[config.mk]
export PLATFORM = sky130hd
export DESIGN_NAME = nb_msg_tx
export DESIGN_NICKNAME = d
export VERILOG_FILES = /design/src/rtl/nb_msg_tx_pkg.sv /design/src/rtl/nb_msg_wr_ctrl.sv /design/src/rtl/nb_msg_store.sv /design/src/rtl/nb_msg_issue.sv /design/src/rtl/nb_msg_tx.sv
export SDC_FILE = /design/constraint.sdc
export NUM_CORES = 1
export LEC_CHECK = 0
export ABC_AREA = 1
export BUFFER_PORTS_ARGS = -buffer_cell sky130_fd_sc_hd__buf_2
export CAP_MARGIN = 20
export CORE_ASPECT_RATIO = 0.6
export CORE_MARGIN = 2
export CORE_UTILIZATION = 57
export CTS_BUF_LIST = sky130_fd_sc_hd__clkbuf_2 sky130_fd_sc_hd__clkbuf_4 sky130_fd_sc_hd__clkbuf_8
export DETAILED_ROUTE_END_ITERATION = 10
export GPL_ROUTABILITY_DRIVEN = 0
export HOLD_SLACK_MARGIN = 0.12
export PLACE_DENSITY = 0.78
export SLEW_MARGIN = 20
export SYNTH_ARGS = -nofsm -noshare
export SYNTH_HDL_FRONTEND = slang
export SYNTH_SLANG_ARGS = --single-unit
[constraint.sdc]
create_clock -name clk -period 3.9 [get_ports clk]
set_input_delay 0.975 -clock clk [delete_from_list [all_inputs] [get_ports clk]]
set_output_delay 0.975 -clock clk [all_outputs]
set_load 0.01 [all_outputs]
[src/rtl/nb_msg_tx_pkg.sv]
package nb_msg_tx_pkg;
  typedef enum logic {
    WS_IDLE    = 1'b0,
    WS_COLLECT = 1'b1
  } wr_state_t;
endpackage

[src/rtl/nb_msg_wr_ctrl.sv]
module nb_msg_wr_ctrl
  import nb_msg_tx_pkg::*;
#(
  parameter int DEPTH   = 16,
  parameter int MAX_MSG = 6
) (
  input  logic                    clk,
  input  logic                    rst_n,
  input  logic                    wr_start,
  input  logic [$clog2(DEPTH):0]  wr_len,
  input  logic                    wr_valid,
  input  logic [7:0]              wr_data,
  input  logic [$clog2(DEPTH):0]  rd_ptr,
  output logic                    wr_accept,
  output logic                    wr_refuse,
  output logic                    space_ok,
  output logic                    mem_we,
  output logic [$clog2(DEPTH)-1:0] mem_waddr,
  output logic [7:0]              mem_wdata,
  output logic                    mem_wflag,
  output logic [$clog2(DEPTH):0]  wr_ptr
);
  localparam int AW = $clog2(DEPTH);
  localparam int CW = AW + 1;
  localparam logic [CW:0] DEPTH_V = (CW+1)'(DEPTH);
  localparam logic [CW:0] MAXM_V  = (CW+1)'(MAX_MSG);

  wr_state_t      state_q, state_d;
  logic [CW-1:0]  wp_q, wp_d;
  logic [CW-1:0]  remain_q, remain_d;
  logic           first_q, first_d;
  logic [CW-1:0]  used;
  logic [CW:0]    free;
  logic           idle, upd_en;

  assign idle = (state_q == WS_IDLE);
  assign used = wp_q - rd_ptr;
  assign free = DEPTH_V - {1'b0, used} - {1'b0, remain_q};

  assign wr_accept = wr_start && idle && (wr_len != '0) && ({1'b0, wr_len} <= free);
  assign wr_refuse = wr_start && idle && !wr_accept;
  assign space_ok  = (free >= MAXM_V);

  assign mem_we    = !idle && wr_valid;
  assign mem_waddr = wp_q[AW-1:0];
  assign mem_wdata = wr_data;
  assign mem_wflag = first_q;
  assign wr_ptr    = wp_q;
  assign upd_en    = wr_accept || mem_we;

  always_comb begin
    state_d  = state_q;
    wp_d     = wp_q;
    remain_d = remain_q;
    first_d  = first_q;
    if (wr_accept) begin
      state_d  = WS_COLLECT;
      remain_d = wr_len;
      first_d  = 1'b1;
    end else if (mem_we) begin
      wp_d     = wp_q + 1'b1;
      remain_d = remain_q - 1'b1;
      first_d  = 1'b0;
      if (remain_q == CW'(1)) state_d = WS_IDLE;
    end
  end

  always_ff @(posedge clk or negedge rst_n) begin
    if (!rst_n) begin
      state_q  <= WS_IDLE;
      wp_q     <= '0;
      remain_q <= '0;
      first_q  <= 1'b0;
    end else if (upd_en) begin
      state_q  <= state_d;
      wp_q     <= wp_d;
      remain_q <= remain_d;
      first_q  <= first_d;
    end
  end

  // stored plus reserved bytes never exceed the buffer
  assert_no_overflow_R1: assert property (@(posedge clk) disable iff (!rst_n)
    ({1'b0, used} + {1'b0, remain_q}) <= DEPTH_V);
endmodule

[src/rtl/nb_msg_store.sv]
module nb_msg_store #(
  parameter int DEPTH = 16
) (
  input  logic                     clk,
  input  logic                     we,
  input  logic [$clog2(DEPTH)-1:0] waddr,
  input  logic [7:0]               wdata,
  input  logic                     wflag,
  input  logic [$clog2(DEPTH)-1:0] raddr,
  output logic [7:0]               rdata,
  output logic                     rflag
);
  logic [7:0] byte_mem [DEPTH];
  logic       flag_mem [DEPTH];

  always_ff @(posedge clk) begin
    if (we) begin
      byte_mem[waddr] <= wdata;
      flag_mem[waddr] <= wflag;
    end
  end

  assign rdata = byte_mem[raddr];
  assign rflag = flag_mem[raddr];
endmodule

[src/rtl/nb_msg_issue.sv]
module nb_msg_issue #(
  parameter int DEPTH = 16
) (
  input  logic                   clk,
  input  logic                   rst_n,
  input  logic [$clog2(DEPTH):0] wr_ptr,
  input  logic                   head_flag,
  input  logic                   tx_full,
  input  logic                   tx_empty,
  output logic [$clog2(DEPTH):0] rd_ptr,
  output logic                   tx_push,
  output logic                   tx_ninth
);
  localparam int CW = $clog2(DEPTH) + 1;

  logic [CW-1:0] rp_q, rp_d;
  logic          ninth_q, ninth_d;
  logic          known_q, known_d;
  logic          have, match, set_ninth, upd_en;

  assign have      = (wr_ptr != rp_q);
  assign match     = known_q && (head_flag == ninth_q);
  assign tx_push   = have && match && !tx_full;
  assign set_ninth = have && !match && tx_empty;
  assign upd_en    = tx_push || set_ninth;

  always_comb begin
    rp_d    = rp_q;
    ninth_d = ninth_q;
    known_d = known_q;
    if (tx_push) rp_d = rp_q + 1'b1;
    if (set_ninth) begin
      ninth_d = head_flag;
      known_d = 1'b1;
    end
  end

  always_ff @(posedge clk or negedge rst_n) begin
    if (!rst_n) begin
      rp_q    <= '0;
      ninth_q <= 1'b0;
      known_q <= 1'b0;
    end else if (upd_en) begin
      rp_q    <= rp_d;
      ninth_q <= ninth_d;
      known_q <= known_d;
    end
  end

  assign rd_ptr   = rp_q;
  assign tx_ninth = ninth_q;

  // ninth-bit setting moves only after an empty indication
  assert_ninth_change_R5: assert property (@(posedge clk) disable iff (!rst_n)
    !$stable(ninth_q) |-> $past(tx_empty));
  // the first ninth-bit application after reset waits for empty
  assert_first_apply_R6: assert property (@(posedge clk) disable iff (!rst_n)
    $rose(known_q) |-> $past(tx_empty));
  // read pointer advances by one, only on a push
  assert_rdptr_step_R3: assert property (@(posedge clk) disable iff (!rst_n)
    !$stable(rp_q) |-> ($past(tx_push) && (rp_q == $past(rp_q) + 1'b1)));
endmodule

[src/rtl/nb_msg_tx.sv]
module nb_msg_tx #(
  parameter int DEPTH   = 16,
  parameter int MAX_MSG = 6
) (
  input  logic                   clk,
  input  logic                   rst_n,
  input  logic                   wr_start,
  input  logic [$clog2(DEPTH):0] wr_len,
  input  logic                   wr_valid,
  input  logic [7:0]             wr_data,
  output logic                   wr_accept,
  output logic                   wr_refuse,
  output logic                   space_ok,
  input  logic                   tx_full,
  input  logic                   tx_empty,
  output logic                   tx_push,
  output logic [7:0]             tx_data,
  output logic                   tx_ninth
);
  localparam int AW = $clog2(DEPTH);
  localparam int CW = AW + 1;

  logic [1:0]    rst_sync_q;
  logic          rst_core_n;
  logic          mem_we, mem_wflag, head_flag;
  logic [AW-1:0] mem_waddr;
  logic [7:0]    mem_wdata;
  logic [CW-1:0] wr_ptr, rd_ptr, used;

  always_ff @(posedge clk or negedge rst_n) begin
    if (!rst_n) rst_sync_q <= 2'b00;
    else        rst_sync_q <= {rst_sync_q[0], 1'b1};
  end
  assign rst_core_n = rst_sync_q[1];

  nb_msg_wr_ctrl #(.DEPTH(DEPTH), .MAX_MSG(MAX_MSG)) u_wr (
    .clk(clk), .rst_n(rst_core_n),
    .wr_start(wr_start), .wr_len(wr_len), .wr_valid(wr_valid), .wr_data(wr_data),
    .rd_ptr(rd_ptr),
    .wr_accept(wr_accept), .wr_refuse(wr_refuse), .space_ok(space_ok),
    .mem_we(mem_we), .mem_waddr(mem_waddr), .mem_wdata(mem_wdata),
    .mem_wflag(mem_wflag), .wr_ptr(wr_ptr)
  );

  nb_msg_store #(.DEPTH(DEPTH)) u_store (
    .clk(clk), .we(mem_we), .waddr(mem_waddr), .wdata(mem_wdata), .wflag(mem_wflag),
    .raddr(rd_ptr[AW-1:0]), .rdata(tx_data), .rflag(head_flag)
  );

  nb_msg_issue #(.DEPTH(DEPTH)) u_issue (
    .clk(clk), .rst_n(rst_core_n),
    .wr_ptr(wr_ptr), .head_flag(head_flag),
    .tx_full(tx_full), .tx_empty(tx_empty),
    .rd_ptr(rd_ptr), .tx_push(tx_push), .tx_ninth(tx_ninth)
  );

  assign used = wr_ptr - rd_ptr;

  // reader never passes writer, writer never laps reader
  assert_ptr_order_R3: assert property (@(posedge clk) disable iff (!rst_core_n)
    {1'b0, used} <= (CW+1)'(DEPTH));
  // pushing the last stored byte with no refill ends the push stream
  assert_drain_R4: assert property (@(posedge clk) disable iff (!rst_core_n)
    (tx_push && (used == CW'(1)) && !mem_we) |=> !tx_push);
  // no push toward a full transmitter
  assert_push_room_R4: assert property (@(posedge clk) disable iff (!rst_core_n)
    tx_push |-> !tx_full);
endmodule

==> results.ini <==
[outcome]
status=complete, but fails checks
violations=setup timing

[clocking]
cts.clk_slew.worst_paths_ns=0.09
clock_path_buffers=2
htree_num_levels=4
insertion_delay_ns=0.45
root_buffer=clkbuf_8
cts_tree=done
numClockSinks=165
cts-hold-fix-buffers=0
numCtsBuffers=17

[global_routing]
met3_usage_pct=5.63
grt_pass1_wl_mm=26.5
grt_pass1_vias=4886
grt_use_met2_pct=38.8
gr-usage-met1_pct=39.2
grt.overflow.total=0
antenna_found_initial=1
grt_max_degree=77
grt_usage_pct=26.1
top_usage_layer=met1

[sta]
period_needed_ns=4.59
fmax_mhz=218
rsz0062_at_grt=true
period_share_pct=118
clock_skew_ns=0.0116
slew_headroom_pct=29.6
worst_pin_slew_ns=1.05
finalSetupViolations=11
drv_slew=0
finalHoldViolCount=0
setup_slack_ns=-0.692

[yosys]
synth_cells=616
ys_ff_latch=165
synth_nets=662
syn_area_per_cell_um2=11.8
yosysWarnings=0
synth.cell_area_mm2=0.00726
yosysSeqAreaShare_pct=66.8
synth_cell_types=35

[floorplan]
fp.dieArea_mm2=0.0137
initial_core_util_pct=59.3
die_h_um=91.4
rows=31
pin_count=32
die_x_um=150
coreArea_mm2=0.0123

[route]
finalWirelength_mm=17.3
num_vias=5164
wire_per_inst_um=20.2
vias_per_cell=6.03
first_iter_violations=672
antenna_left=0
firstDrtPassIters=5
post-route-drc-count=0

[worst_setup_path]
crit_path_top_delay_cell=fa_2
critPathBufInv=5
cp.arrival_ns=3.62
critPathKind=reg -> out
endpoint_kind=output pin
crit_chain=ha_4 -> inv_4 -> fa_2 -> ha_4 -> inv_2 -> ha_4 -> fa_2 -> inv_2 -> ha_4 -> nand2_1 -> o21ai_1 -> nand2_1 -> nand2_1 -> nand3_2 -> nand2_2 -> inv_4 -> nor3_4 -> buf_2
critical_path.top_delay_family=adder cells
start_kind=flip-flop
cp_common_cell=ha_4
ff2ff_setup_slack_ns=0.41
slowest_delay_ns=0.54
path_max_fanout=2
worstPathRequired_ns=2.92

[place]
hpwl_mm=10.9
dpl.cell_count=816
portBuffers=31

[min_path]
hp-class=in -> async

[cells_and_area]
area_growth_pct=15.2
fin_nets=724
drive_gt1_share_pct=20.7
final_cells=857
final_common_cell=edfxtp_1
most-common-layout-cells=edfxtp_1 (144), nand2_1 (82), nor2_1 (79)

[run]
max_cap_viol_count=0

per-layer routing:
metal	vias up	wire length (um)
met5	-	0
met4	0	265
met3	44	1960
met2	307	7780
met1	2503	7290
li1	2310	-
worst register-to-register path: stages, from the launching register on:
cell and delay (ns):
dfrtp_2 0.43, ha_4 0.17, inv_4 0.05, fa_2 0.45, ha_4 0.28, inv_2 0.03, ha_4 0.15, fa_2 0.54
inv_2 0.06, ha_4 0.24, nand2_1 0.05, buf_4 0.13, inv_1 0.04, nand4_1 0.08, nand3_2 0.10, nand2_2 0.08
buf_4 0.13, buf_4 0.16, o21ai_0 0.15, inv_1 0.06
logic make-up after synthesis:
logic type / Yosys count / synth area share (%)
AO/OA/AOI/OAI: 112 / 9.01
XOR/XNOR: 18 / 2.17
adder cells (fa/ha/maj): 27 / 4.86
buffers and inverters: 70 / 3.93
flip-flops: 165 / 66.8
other: 1 / 0.0516
AND/OR/NAND/NOR: 223 / 13.2
per-stage QoR:
| step | setup slack [ns] | util (%) | TNS (ns) | hold WS (ns) | area, um2 |
|---|---|---|---|---|---|
| floorplan | -0.201 | - | -0.201 | 0.240 | 7320 |
| global placement | -0.226 | 63.5 | -0.410 | 0.335 | 7780 |
| detailed placement | -0.304 | 63.5 | -0.571 | 0.347 | 7780 |
| CTS | -0.740 | 67.7 | -1.92 | 0.282 | 8300 |
| global route | -0.864 | 68.2 | -4.30 | 0.272 | 8360 |
| finish | -0.692 | 68.2 | -2.12 | 0.290 | 8360 |
synth_stat cells:
cell | n | area (um2)
a211o_1 | 1 | 8.76
a21oi_1 | 6 | 30.0
buf_1 | 1 | 3.75
buf_2 | 12 | 60.1
buf_6 | 1 | 11.3
clkbuf_1 | 11 | 41.3
clkinv_1 | 1 | 3.75
conb_1 | 1 | 3.75
dfrtp_1 | 21 | 526
edfxtp_1 | 144 | 4320
fa_1 | 2 | 40.0
ha_1 | 25 | 313
inv_1 | 38 | 143
inv_2 | 6 | 22.5
nand2_1 | 84 | 315
nand2_2 | 5 | 31.3
nand3_1 | 39 | 195
nand3_2 | 1 | 10.0
nand4_1 | 5 | 31.3
nand4_2 | 1 | 12.5
nor2_1 | 80 | 300
nor2_2 | 1 | 6.26
nor2_4 | 1 | 11.3
nor2_8 | 1 | 20.0
nor3_1 | 4 | 20.0
o2111ai_1 | 1 | 8.76
o21ai_0 | 69 | 345
o21ai_1 | 1 | 5.00
o21bai_1 | 1 | 7.51
o221ai_1 | 16 | 140
o22ai_1 | 16 | 100
o41ai_1 | 1 | 8.76
or2_2 | 1 | 6.26
xnor2_1 | 5 | 43.8
xor2_1 | 13 | 114
worst paths after layout:
| kind | endpoint | startpoint | depth (start not counted) |
|---|---|---|---|
| setup / recovery | wr_refuse | u_issue.rd_ptr[0] | 18 |
| hold / removal | rst_sync_q[0] | rst_n | 1 |
| setup reg to reg | u_wr.remain_q[4] | u_issue.rd_ptr[0] | 19 |
| hold reg to reg | u_wr.state_q | rst_sync_q[1] | 0 |
| max in group asynchronous | u_issue.rd_ptr[0] | rst_sync_q[1] | 0 |
| min in group clk | rst_sync_q[1] | rst_sync_q[0] | 0 |
final cells by class:
class / instances / area, um2
sequential: 165 / 4850
fill: 854 / 3890
multi-input combinational: 381 / 2270
timing repair buffer: 68 / 459
clock buffer: 17 / 234
tap: 165 / 206
inverter: 45 / 174
clock inverter: 15 / 168
antenna: 1 / 2.50
state kept, by name, summed over array words and instances (netlist names):
register / count
u_store.flag_mem: 16
u_store.byte_mem: 128
rst_sync_q: 2
u_wr.wr_ptr: 5
u_issue.tx_ninth: 1
u_issue.known_q: 1
u_wr.mem_wflag: 1
u_wr.state_q: 1
u_wr.remain_q: 5
u_issue.rd_ptr: 5
repair_timing:
item / 4_1_cts / 5_1_grt
buffers inserted: 4 / 4
setup endpoints to repair: 5 / 12
resized for setup: 15 / 6
pin swaps: 20 / 15
Power is left out: the tool's default activity adds up to more than one toggle a clock period on the data nets, which glitch-free logic cannot reach.
